## src/rtl/pseq_pkg.sv

```systemverilog
package pseq_pkg;
  // bit 0 is chip-select level, bit 5 is last
  typedef struct packed {
    logic last;
    logic na;
    logic wen;
    logic ack;
    logic strobe;
    logic cs;
  } pword_t;

  localparam int WORD_W = $bits(pword_t);
endpackage

```

## src/rtl/pseq_store.sv

```systemverilog
module pseq_store #(
  parameter int DEPTH = 16,
  parameter int W     = 6,
  localparam int IW   = $clog2(DEPTH)
) (
  input  logic          clk,
  input  logic          wr_en,
  input  logic [IW-1:0] wr_idx,
  input  logic [W-1:0]  wr_data,
  input  logic          rd_en,
  input  logic [IW-1:0] rd_idx,
  output logic [W-1:0]  rd_data
);
  logic [W-1:0] mem [DEPTH];

  always_ff @(posedge clk) begin
    if (wr_en) mem[wr_idx] <= wr_data;
  end

  always_ff @(posedge clk) begin
    if (rd_en) rd_data <= mem[rd_idx];
  end
endmodule

```

## src/rtl/pseq_wait.sv

```systemverilog
module pseq_wait #(
  parameter int STAGES = 2
) (
  input  logic clk,
  input  logic rst,
  input  logic wait_in,
  input  logic async_mode,
  output logic wait_seen
);
  logic [STAGES-1:0] chain;

  generate
    if (STAGES == 1) begin : g_one
      always_ff @(posedge clk) begin
        if (rst) chain <= '0;
        else     chain <= wait_in;
      end
    end else begin : g_many
      always_ff @(posedge clk) begin
        if (rst) chain <= '0;
        else     chain <= {chain[STAGES-2:0], wait_in};
      end
    end
  endgenerate

  assign wait_seen = async_mode ? chain[STAGES-1] : wait_in;
endmodule

```

## src/rtl/pseq_burst.sv

```systemverilog
module pseq_burst #(
  parameter int ADDR_W = 8
) (
  input  logic              clk,
  input  logic              rst,
  input  logic              load,
  input  logic [ADDR_W-1:0] load_val,
  input  logic              step,
  output logic [ADDR_W-1:0] addr
);
  always_ff @(posedge clk) begin
    if (rst)       addr <= '0;
    else if (load) addr <= load_val;
    else if (step) addr <= addr + ADDR_W'(1);
  end
endmodule

```

## src/rtl/pseq_ctrl.sv

```systemverilog
module pseq_ctrl
  import pseq_pkg::*;
#(
  parameter int DEPTH = 16,
  localparam int IW   = $clog2(DEPTH)
) (
  input  logic          clk,
  input  logic          rst,
  input  logic          start,
  input  logic [IW-1:0] start_idx,
  input  pword_t        cur,
  input  logic          wait_seen,
  input  logic          async_mode,
  output logic          rd_en,
  output logic [IW-1:0] rd_idx,
  output logic          busy,
  output logic          live,
  output logic          burst_load,
  output logic          burst_step,
  output logic          cs_n,
  output logic          strobe,
  output logic          ack,
  output logic          cfg_err
);
  logic          busy_q, live_q, fin_q, early_q;
  logic [IW-1:0] ptr_q;
  logic          hold, step_ok, launch;
  logic [IW-1:0] next_idx;

  assign launch   = start && !busy_q;
  assign hold     = live_q && cur.wen && wait_seen;
  assign step_ok  = live_q && !hold;
  assign next_idx = ptr_q + IW'(1);

  assign rd_en  = launch || (step_ok && !cur.last);
  assign rd_idx = launch ? start_idx : next_idx;

  always_ff @(posedge clk) begin
    if (rst) begin
      busy_q  <= 1'b0;
      live_q  <= 1'b0;
      fin_q   <= 1'b0;
      early_q <= 1'b0;
      ptr_q   <= '0;
    end else begin
      early_q <= step_ok && cur.ack && cur.wen && !async_mode;
      if (launch) begin
        busy_q <= 1'b1;
        live_q <= 1'b1;
        ptr_q  <= start_idx;
      end else if (step_ok) begin
        if (cur.last) begin
          live_q <= 1'b0;
          fin_q  <= 1'b1;
        end else begin
          ptr_q <= next_idx;
        end
      end else if (fin_q) begin
        fin_q  <= 1'b0;
        busy_q <= 1'b0;
      end
    end
  end

  assign busy       = busy_q;
  assign live       = live_q;
  assign burst_load = launch;
  assign burst_step = step_ok && cur.na;
  assign cs_n       = live_q ? cur.cs : 1'b1;
  assign strobe     = live_q && cur.strobe;
  assign ack        = (live_q && cur.ack && !cur.wen) || early_q;
  assign cfg_err    = live_q && async_mode && cur.wen && cur.ack;
endmodule

```

## src/rtl/pattern_sequencer.sv

```systemverilog
module pattern_sequencer
  import pseq_pkg::*;
#(
  parameter int DEPTH       = 16,
  parameter int ADDR_W      = 8,
  parameter int SYNC_STAGES = 2,
  localparam int IW         = $clog2(DEPTH)
) (
  input  logic              clk,
  input  logic              rst,
  input  logic              wait_async,
  input  logic              wr_en,
  input  logic [IW-1:0]     wr_idx,
  input  logic [WORD_W-1:0] wr_data,
  input  logic              start,
  input  logic [IW-1:0]     start_idx,
  input  logic [ADDR_W-1:0] start_addr,
  input  logic              wait_in,
  output logic              busy,
  output logic              cs_n,
  output logic              strobe,
  output logic              ack,
  output logic              cfg_err,
  output logic [ADDR_W-1:0] burst_addr
);
  logic [WORD_W-1:0] rd_data;
  pword_t            cur;
  logic              rd_en, wait_seen, live, burst_load, burst_step;
  logic [IW-1:0]     rd_idx;
  logic              cur_wen;

  assign cur     = pword_t'(rd_data);
  assign cur_wen = cur.wen;

  pseq_store #(.DEPTH(DEPTH), .W(WORD_W)) u_store (
    .clk(clk), .wr_en(wr_en && !busy), .wr_idx(wr_idx), .wr_data(wr_data),
    .rd_en(rd_en), .rd_idx(rd_idx), .rd_data(rd_data)
  );

  pseq_wait #(.STAGES(SYNC_STAGES)) u_wait (
    .clk(clk), .rst(rst), .wait_in(wait_in), .async_mode(wait_async),
    .wait_seen(wait_seen)
  );

  pseq_burst #(.ADDR_W(ADDR_W)) u_burst (
    .clk(clk), .rst(rst), .load(burst_load), .load_val(start_addr),
    .step(burst_step), .addr(burst_addr)
  );

  pseq_ctrl #(.DEPTH(DEPTH)) u_ctrl (
    .clk(clk), .rst(rst), .start(start), .start_idx(start_idx), .cur(cur),
    .wait_seen(wait_seen), .async_mode(wait_async), .rd_en(rd_en),
    .rd_idx(rd_idx), .busy(busy), .live(live), .burst_load(burst_load),
    .burst_step(burst_step), .cs_n(cs_n), .strobe(strobe), .ack(ack),
    .cfg_err(cfg_err)
  );
endmodule

```

## config.mk

```make
export PLATFORM = sky130hd
export DESIGN_NAME = pattern_sequencer
export DESIGN_NICKNAME = d
export VERILOG_FILES = /design/src/rtl/pseq_pkg.sv /design/src/rtl/pseq_store.sv /design/src/rtl/pseq_wait.sv /design/src/rtl/pseq_burst.sv /design/src/rtl/pseq_ctrl.sv /design/src/rtl/pattern_sequencer.sv
export SDC_FILE = /design/constraint.sdc
export NUM_CORES = 1
export LEC_CHECK = 0
export ABC_AREA = 1
export ABC_CLOCK_PERIOD_IN_PS = 2000
export BUFFER_PORTS_ARGS = -buffer_cell sky130_fd_sc_hd__buf_4
export CAP_MARGIN = 20
export CORE_ASPECT_RATIO = 0.8
export CORE_MARGIN = 2
export CORE_UTILIZATION = 35
export DETAILED_ROUTE_END_ITERATION = 7
export GPL_ROUTABILITY_DRIVEN = 0
export PLACE_DENSITY = 0.52
export REMOVE_ABC_BUFFERS = 1
export SYNTH_ARGS = -nofsm -noshare
export SYNTH_HDL_FRONTEND = slang
export SYNTH_SLANG_ARGS = --single-unit
```

## constraint.sdc

```tcl
create_clock -name clk -period 2 [get_ports clk]
set_clock_uncertainty 0.05 [all_clocks]
set_input_delay 0.1 -clock clk [delete_from_list [all_inputs] [get_ports clk]]
set_output_delay 0.1 -clock clk [all_outputs]
set_load 0.01 [all_outputs]
```

==> flow_summary.json, run 1 <==
{
  "fp.dieW_um": 145,
  "async_reset_ff_share_pct": 0,
  "report.final.slew_viol_count": 0,
  "areaGrowthSynthToFinish_pct": 24.9,
  "setup_viol": 12,
  "antenna_cells": 0,
  "syn-cell-area_sq_um": 5600,
  "num_vias": 4262,
  "first_pass_iters": 5,
  "clkTransAtPathRegs_ps": 60,
  "status": "finished with violations",
  "post-cts-setup-buffers": 0,
  "post-place-cells": 854,
  "ys_ff_latch": 120,
  "syn_inst": 593,
  "worstPathRequired_ps": 2000,
  "max_freq_ghz": 0.491,
  "start_util_pct": 35.7,
  "numCtsBuffers": 17,
  "cts.sink_count": 120,
  "min_period_ps": 2040,
  "synthDistinctLibCells": 31,
  "cts-root-buf": "clkbuf_16",
  "dpl_worst_slack_ps": -59.3,
  "fin_hold_ws_ps": 10.8,
  "fillers": 1524,
  "hold_viol_final": 0,
  "die_h_um": 117,
  "synth_edf_count": 102,
  "layout.cells.non_filler": 898,
  "dieArea_sq_um": 17000,
  "drive_gt1_share_pct": 17.3,
  "failed_checks": "setup timing",
  "hold_path_class": "input port to register",
  "wl_per_cell_um": 15.9,
  "leakagePower_uw": 0.00307,
  "rsz0062_at_grt": "yes",
  "yosysTopAreaCell": "edfxtp_1",
  "yosys_warnings": 0,
  "row_count": 41,
  "slew_headroom_pct": 55.5,
  "h-tree-depth": 4,
  "tns_ps": -336,
  "antenna_found_initial": 0,
  "io_buffer_count": 40,
  "ant_nets": 0,
  "grt_pass1_vias": 4188,
  "post-route-util_pct": 44.5,
  "cts_tree": "done",
  "synthTopCellsByArea": "edfxtp_1, nand3_1, inv_1",
  "setup_ws_ps": -35.6,
  "ios": 41,
  "critical_path_class": "register to register",
  "yosysSeqAreaShare_pct": 61.2,
  "syn_area_per_cell_sq_um": 9.44,
  "core-area_sq_um": 15700,
  "worst-r2r-cell-count": 4,
  "synth_commonest_cells": "nand3_1, inv_1, nand2_1, edfxtp_1, nor2_1",
  "cp-end-kind": "register",
  "worst_pin_slew_ps": 666,
  "overflow": 0,
  "ys.flop_type": "edfxtp_1",
  "drt_iter0_markers": 343,
  "holdPathStages": 4,
  "drt-total-wl_um": 14300,
  "post-synth-top-count-cell": "nand3_1",
  "grt_pass1_wl_um": 22800,
  "viasPerCell": 4.75,
  "remaining_drc_errors": 0,
  "grt_use_total_pct": 17.6,
  "synth_top_area_share_pct": 54.7,
  "grt_max_degree": 44,
  "place_hpwl_um": 9790,
  "crit_arrival_ps": 2040,
  "critical_path.max_fanout": 6,
  "drv_cap": 0,
  "start_kind": "register",
  "clk_latency_ps": 420,
  "ir_worst_vdd_mv": 0.669,
  "cts.path.max_buffers": 2,
  "power_density_nw_per_um2": 996,
  "final_nets": 700,
  "fin_crit_sh_pct": 102
}
-- per-layer routing --
layer | routed length (um) | track usage [%] | vias up
met5 | 0 | 0 | -
met4 | 192 | 5.69 | 0
met3 | 733 | 4.96 | 15
met2 | 6320 | 26.8 | 119
met1 | 7020 | 24.6 | 2042
li1 | - | - | 2086
-- what timing repair did --
item / in CTS / in global routing
setup endpoints to repair: 13 / 18
resized for setup: 1 / 3
endpoints found under the hold margin: 32 / 0
hold buffers: 12 / 0
-- worst max-delay path: stages (launching register included) --
cell      delay (ps)
dfxtp_1          310
buf_4            160
nor2_1           400
nand3b_1         250
nor2_1           490
-- registers in the layout, indices dropped and copies added, names as in the netlist --
register / flops
u_ctrl.early_q: 1
u_burst.addr: 8
u_ctrl.fin_q: 1
u_ctrl.ptr_q: 4
u_store.rd_data: 6
u_store.mem: 96
u_ctrl.live: 1
u_ctrl.busy: 1
u_wait.chain: 2
-- where the power goes --
part | total, uW | switching (uW) | internal (uW)
Clock | 3120 | 1160 | 1960
Sequential | 2870 | 60.3 | 2810
Combinational | 973 | 621 | 352
-- kinds of logic after synthesis --
| logic type | share of synthesized area (%) |
|---|---|
| XOR/XNOR | 0.626 |
| flip-flops | 61.2 |
| adder cells (fa/ha/maj) | 0.447 |
| AO/OA/AOI/OAI | 3.02 |
| AND/OR/NAND/NOR | 24.0 |
| buffers and inverters | 10.8 |
-- through the flow --
| stage | power, uW | area, sq um |
|---|---|---|
| 6_report | 6960 | 6990 |
| 5_1_grt | 7260 | 6990 |
| 4_1_cts | 7010 | 6970 |
| 3_5_place_dp | 3860 | 6250 |
| 3_3_place_gp | 3860 | 6250 |
| 2_1_floorplan | 3450 | 5470 |
-- layout by cell type (no fill, tap or decap), types with 2 or more instances in the layout --
cell type      count
buf_4             63
clkbuf_16         17
inv_1            123
ha_1               2
bufinv_16          3
nand4_1            3
xnor2_1            2
inv_2              3
dfxtp_1           17
nand2_1          110
clkinv_2           3
a21oi_1            7
nand3_1          127
xor2_1             2
nand3b_1           3
o21ai_0           14
or2_2              4
dlygate4sd3_1     12
buf_12             2
nand2_4            3
clkinv_4           3
nor2_1            34
inv_6              3
nor3_1             2
edfxtp_1         102
clkinvlp_4         2
nand2_2            4
-- worst paths after layout --
check / start / end / slack, ps
setup / recovery: u_ctrl.busy / u_store.mem[7][4] / -40
hold / removal: start_addr[5] / u_burst.addr[5] / 10
setup reg to reg: u_ctrl.busy / u_store.mem[7][4] / -40
hold reg to reg: u_wait.chain[0] / u_wait.chain[1] / 350
-- cell type report --
cell class	instances	area, sq um	area share, %
clock buffers	17	425	6.09
clock inverters	15	176	2.52
inverters	126	473	6.77
multi-input cells	328	1590	22.7
flip-flops and latches	120	3420	49.0
well taps	215	269	3.85
repair buffers	77	633	9.06
No activity file was read; power rests on OpenSTA's default activity.
==> run 2, diff against run 1 <==
--- a/config.mk
+++ b/config.mk
@@ -6,7 +6,7 @@
 export NUM_CORES = 1
 export LEC_CHECK = 0
 export ABC_AREA = 1
-export ABC_CLOCK_PERIOD_IN_PS = 2000
+export ABC_CLOCK_PERIOD_IN_PS = 2250
 export BUFFER_PORTS_ARGS = -buffer_cell sky130_fd_sc_hd__buf_4
 export CAP_MARGIN = 20
 export CORE_ASPECT_RATIO = 0.8
@@ -14,6 +14,7 @@
 export CORE_UTILIZATION = 35
 export DETAILED_ROUTE_END_ITERATION = 7
 export GPL_ROUTABILITY_DRIVEN = 0
+export MAX_ROUTING_LAYER = met4
 export PLACE_DENSITY = 0.52
 export REMOVE_ABC_BUFFERS = 1
 export SYNTH_ARGS = -nofsm -noshare
==> constraint.sdc (replaced) <==
create_clock -name clk -period 2.25 [get_ports clk]
set_clock_uncertainty 0.05 [all_clocks]
set_input_delay 0.1125 -clock clk [delete_from_list [all_inputs] [get_ports clk]]
set_output_delay 0.1125 -clock clk [all_outputs]
set_load 0.01 [all_outputs]
==> flow_summary.json, run 2 (synthesis results as in run 1) <==
{
  "clkTransAtPathRegs_ps": 60,
  "critical_path_class": "register to register",
  "ir_worst_vdd_mv": 0.563,
  "drt-total-wl_um": 14100,
  "largest_register": "u_store.mem",
  "drv_cap": 0,
  "final_cell_mix": "nand3_1, inv_1, nand2_1",
  "drt_iter0_markers": 371,
  "start_util_pct": 35.7,
  "worstPathRequired_ps": 2370,
  "min_period_ps": 2050,
  "start_kind": "register",
  "setup_viol": 0,
  "place_hpwl_um": 9470,
  "h-tree-depth": 4,
  "hold_path_class": "input port to register",
  "status": "finished clean",
  "final_nets": 697,
  "dieArea_sq_um": 17000,
  "slew_headroom_pct": 59.6,
  "row_count": 41,
  "max_stage_delay_ps": 460,
  "core-area_sq_um": 15700,
  "layout.cells.most_common": "nand3_1",
  "numCtsBuffers": 17,
  "ios": 41,
  "tns_ps": 0,
  "cp-end-kind": "register",
  "fp.dieW_um": 145,
  "wl_per_cell_um": 15.7,
  "fillers": 1551,
  "grt_max_degree": 44,
  "holdPathStages": 1,
  "cp_num_cells": 9,
  "leakagePower_uw": 0.00305,
  "ant_nets": 0,
  "areaGrowthSynthToFinish_pct": 24.4,
  "hold_viol_final": 0,
  "worst-r2r-cell-count": 9,
  "num_vias": 4211,
  "crit_arrival_ps": 2170,
  "crit_slowest_cell": "dfxtp_1",
  "first_pass_iters": 5,
  "fin_crit_sh_pct": 91.1,
  "fin_hold_ws_ps": 7.98,
  "reg_top3": "u_store.mem x96, u_burst.addr x8, u_store.rd_data x6",
  "cts.sink_count": 120,
  "cts_tree": "done",
  "viasPerCell": 4.71,
  "grt_use_total_pct": 18.0,
  "rsz0062_at_grt": "no",
  "power_density_nw_per_um2": 896,
  "post-cts-setup-buffers": 0,
  "grt_pass1_wl_um": 22200,
  "grt_pass1_vias": 4058,
  "cp_top_family": "simple AND/OR/NAND/NOR gates",
  "worst_pin_slew_ps": 604,
  "antenna_found_initial": 0,
  "io_buffer_count": 40,
  "remaining_drc_errors": 0,
  "path_cells": "inv_2 -> nand2_4 -> nand2_4 -> nand2_4 -> nand2_1 -> nand3_1 -> nand3_1 -> nand3_1 -> nand2_1",
  "clk_latency_ps": 420,
  "report.final.slew_viol_count": 0,
  "path_buf_inv": 1,
  "cts-root-buf": "clkbuf_16",
  "antenna_cells": 0,
  "critical_path.max_fanout": 43,
  "cts.path.max_buffers": 2,
  "max_freq_ghz": 0.488,
  "largest_reg_flops": 96,
  "overflow": 0,
  "drive_gt1_share_pct": 16.6,
  "die_h_um": 117
}
run 2: changes by cell type in the layout (fill, tap and decap cells not counted), sizes merged:
cell      before  now
clkbuf        17   18
inv          129  132
clkinv         7    4
buf           65   62
clkinvlp       2    1
run 2: worst reg2reg max path: stages (launching register included):
cell,delay [ps]
dfxtp_1,460
inv_2,100
nand2_4,180
nand2_4,80
nand2_4,370
nand2_1,150
nand3_1,130
nand3_1,100
nand3_1,120
nand2_1,60
run 2: area by class of cell:
cell class	instances	area [sq um]	share of cell area [%]
Multi-Input combinational cell	328	1580	22.7
Timing Repair Buffer	74	598	8.59
Clock buffer	18	429	6.16
Tap cell	215	269	3.86
Inverter	126	473	6.79
Sequential cell	120	3420	49.2
Clock inverter	14	188	2.69
run 2: routing by layer:
metal  routed length [um]  global-route usage (%)  vias to the layer above  share of wire, %
met5                    0                       -                        -                 0
met4                  204                    5.62                        0               1.4
met3                  695                    4.42                       17               4.9
met2                 6500                    28.2                      109                46
met1                 6670                    23.3                     2001                47
li1                     -                       -                     2084                 -
run 2: timing repair:
item                       4_1_cts  5_1_grt
hold buffers                    12        0
setup endpoints to repair        0        6
hold endpoints to repair        32        0
resized for setup                0        2
run 2: metrics by stage:
| step | cells | instance area, sq um | utilization, % | worst slack [ps] | total power, uW |
|---|---|---|---|---|---|
| 6_report | 895 | 6960 | 44.4 | 200 | 6240 |
| 5_1_grt | 895 | 6960 | 44.4 | 29.4 | 6500 |
| 4_1_cts | 895 | 6950 | 44.3 | 96.9 | 6270 |
| 3_5_place_dp | 851 | 6210 | 39.6 | 147 | 3440 |
| 3_3_place_gp | 851 | 6210 | 39.6 | 215 | 3440 |
| 2_1_floorplan | 574 | 5470 | - | 378 | 3060 |
run 2: power breakdown:
part	leakage [uW]	total (uW)	internal [uW]	switching, uW
sequential	0.00107	2540	2490	50.3
clock	0.000298	2820	1770	1050
combinational	0.00168	876	310	567
total	0.00305	6240	4570	1660
run 2: worst paths after layout:
path / slack, ps / from / endpoint
setup / recovery: 200 / u_ctrl.busy / u_store.rd_data[0]
hold / removal: 8 / wr_data[2] / u_store.mem[0][2]
setup reg to reg: 200 / u_ctrl.busy / u_store.rd_data[0]
hold reg to reg: 360 / u_wait.chain[0] / u_wait.chain[1]
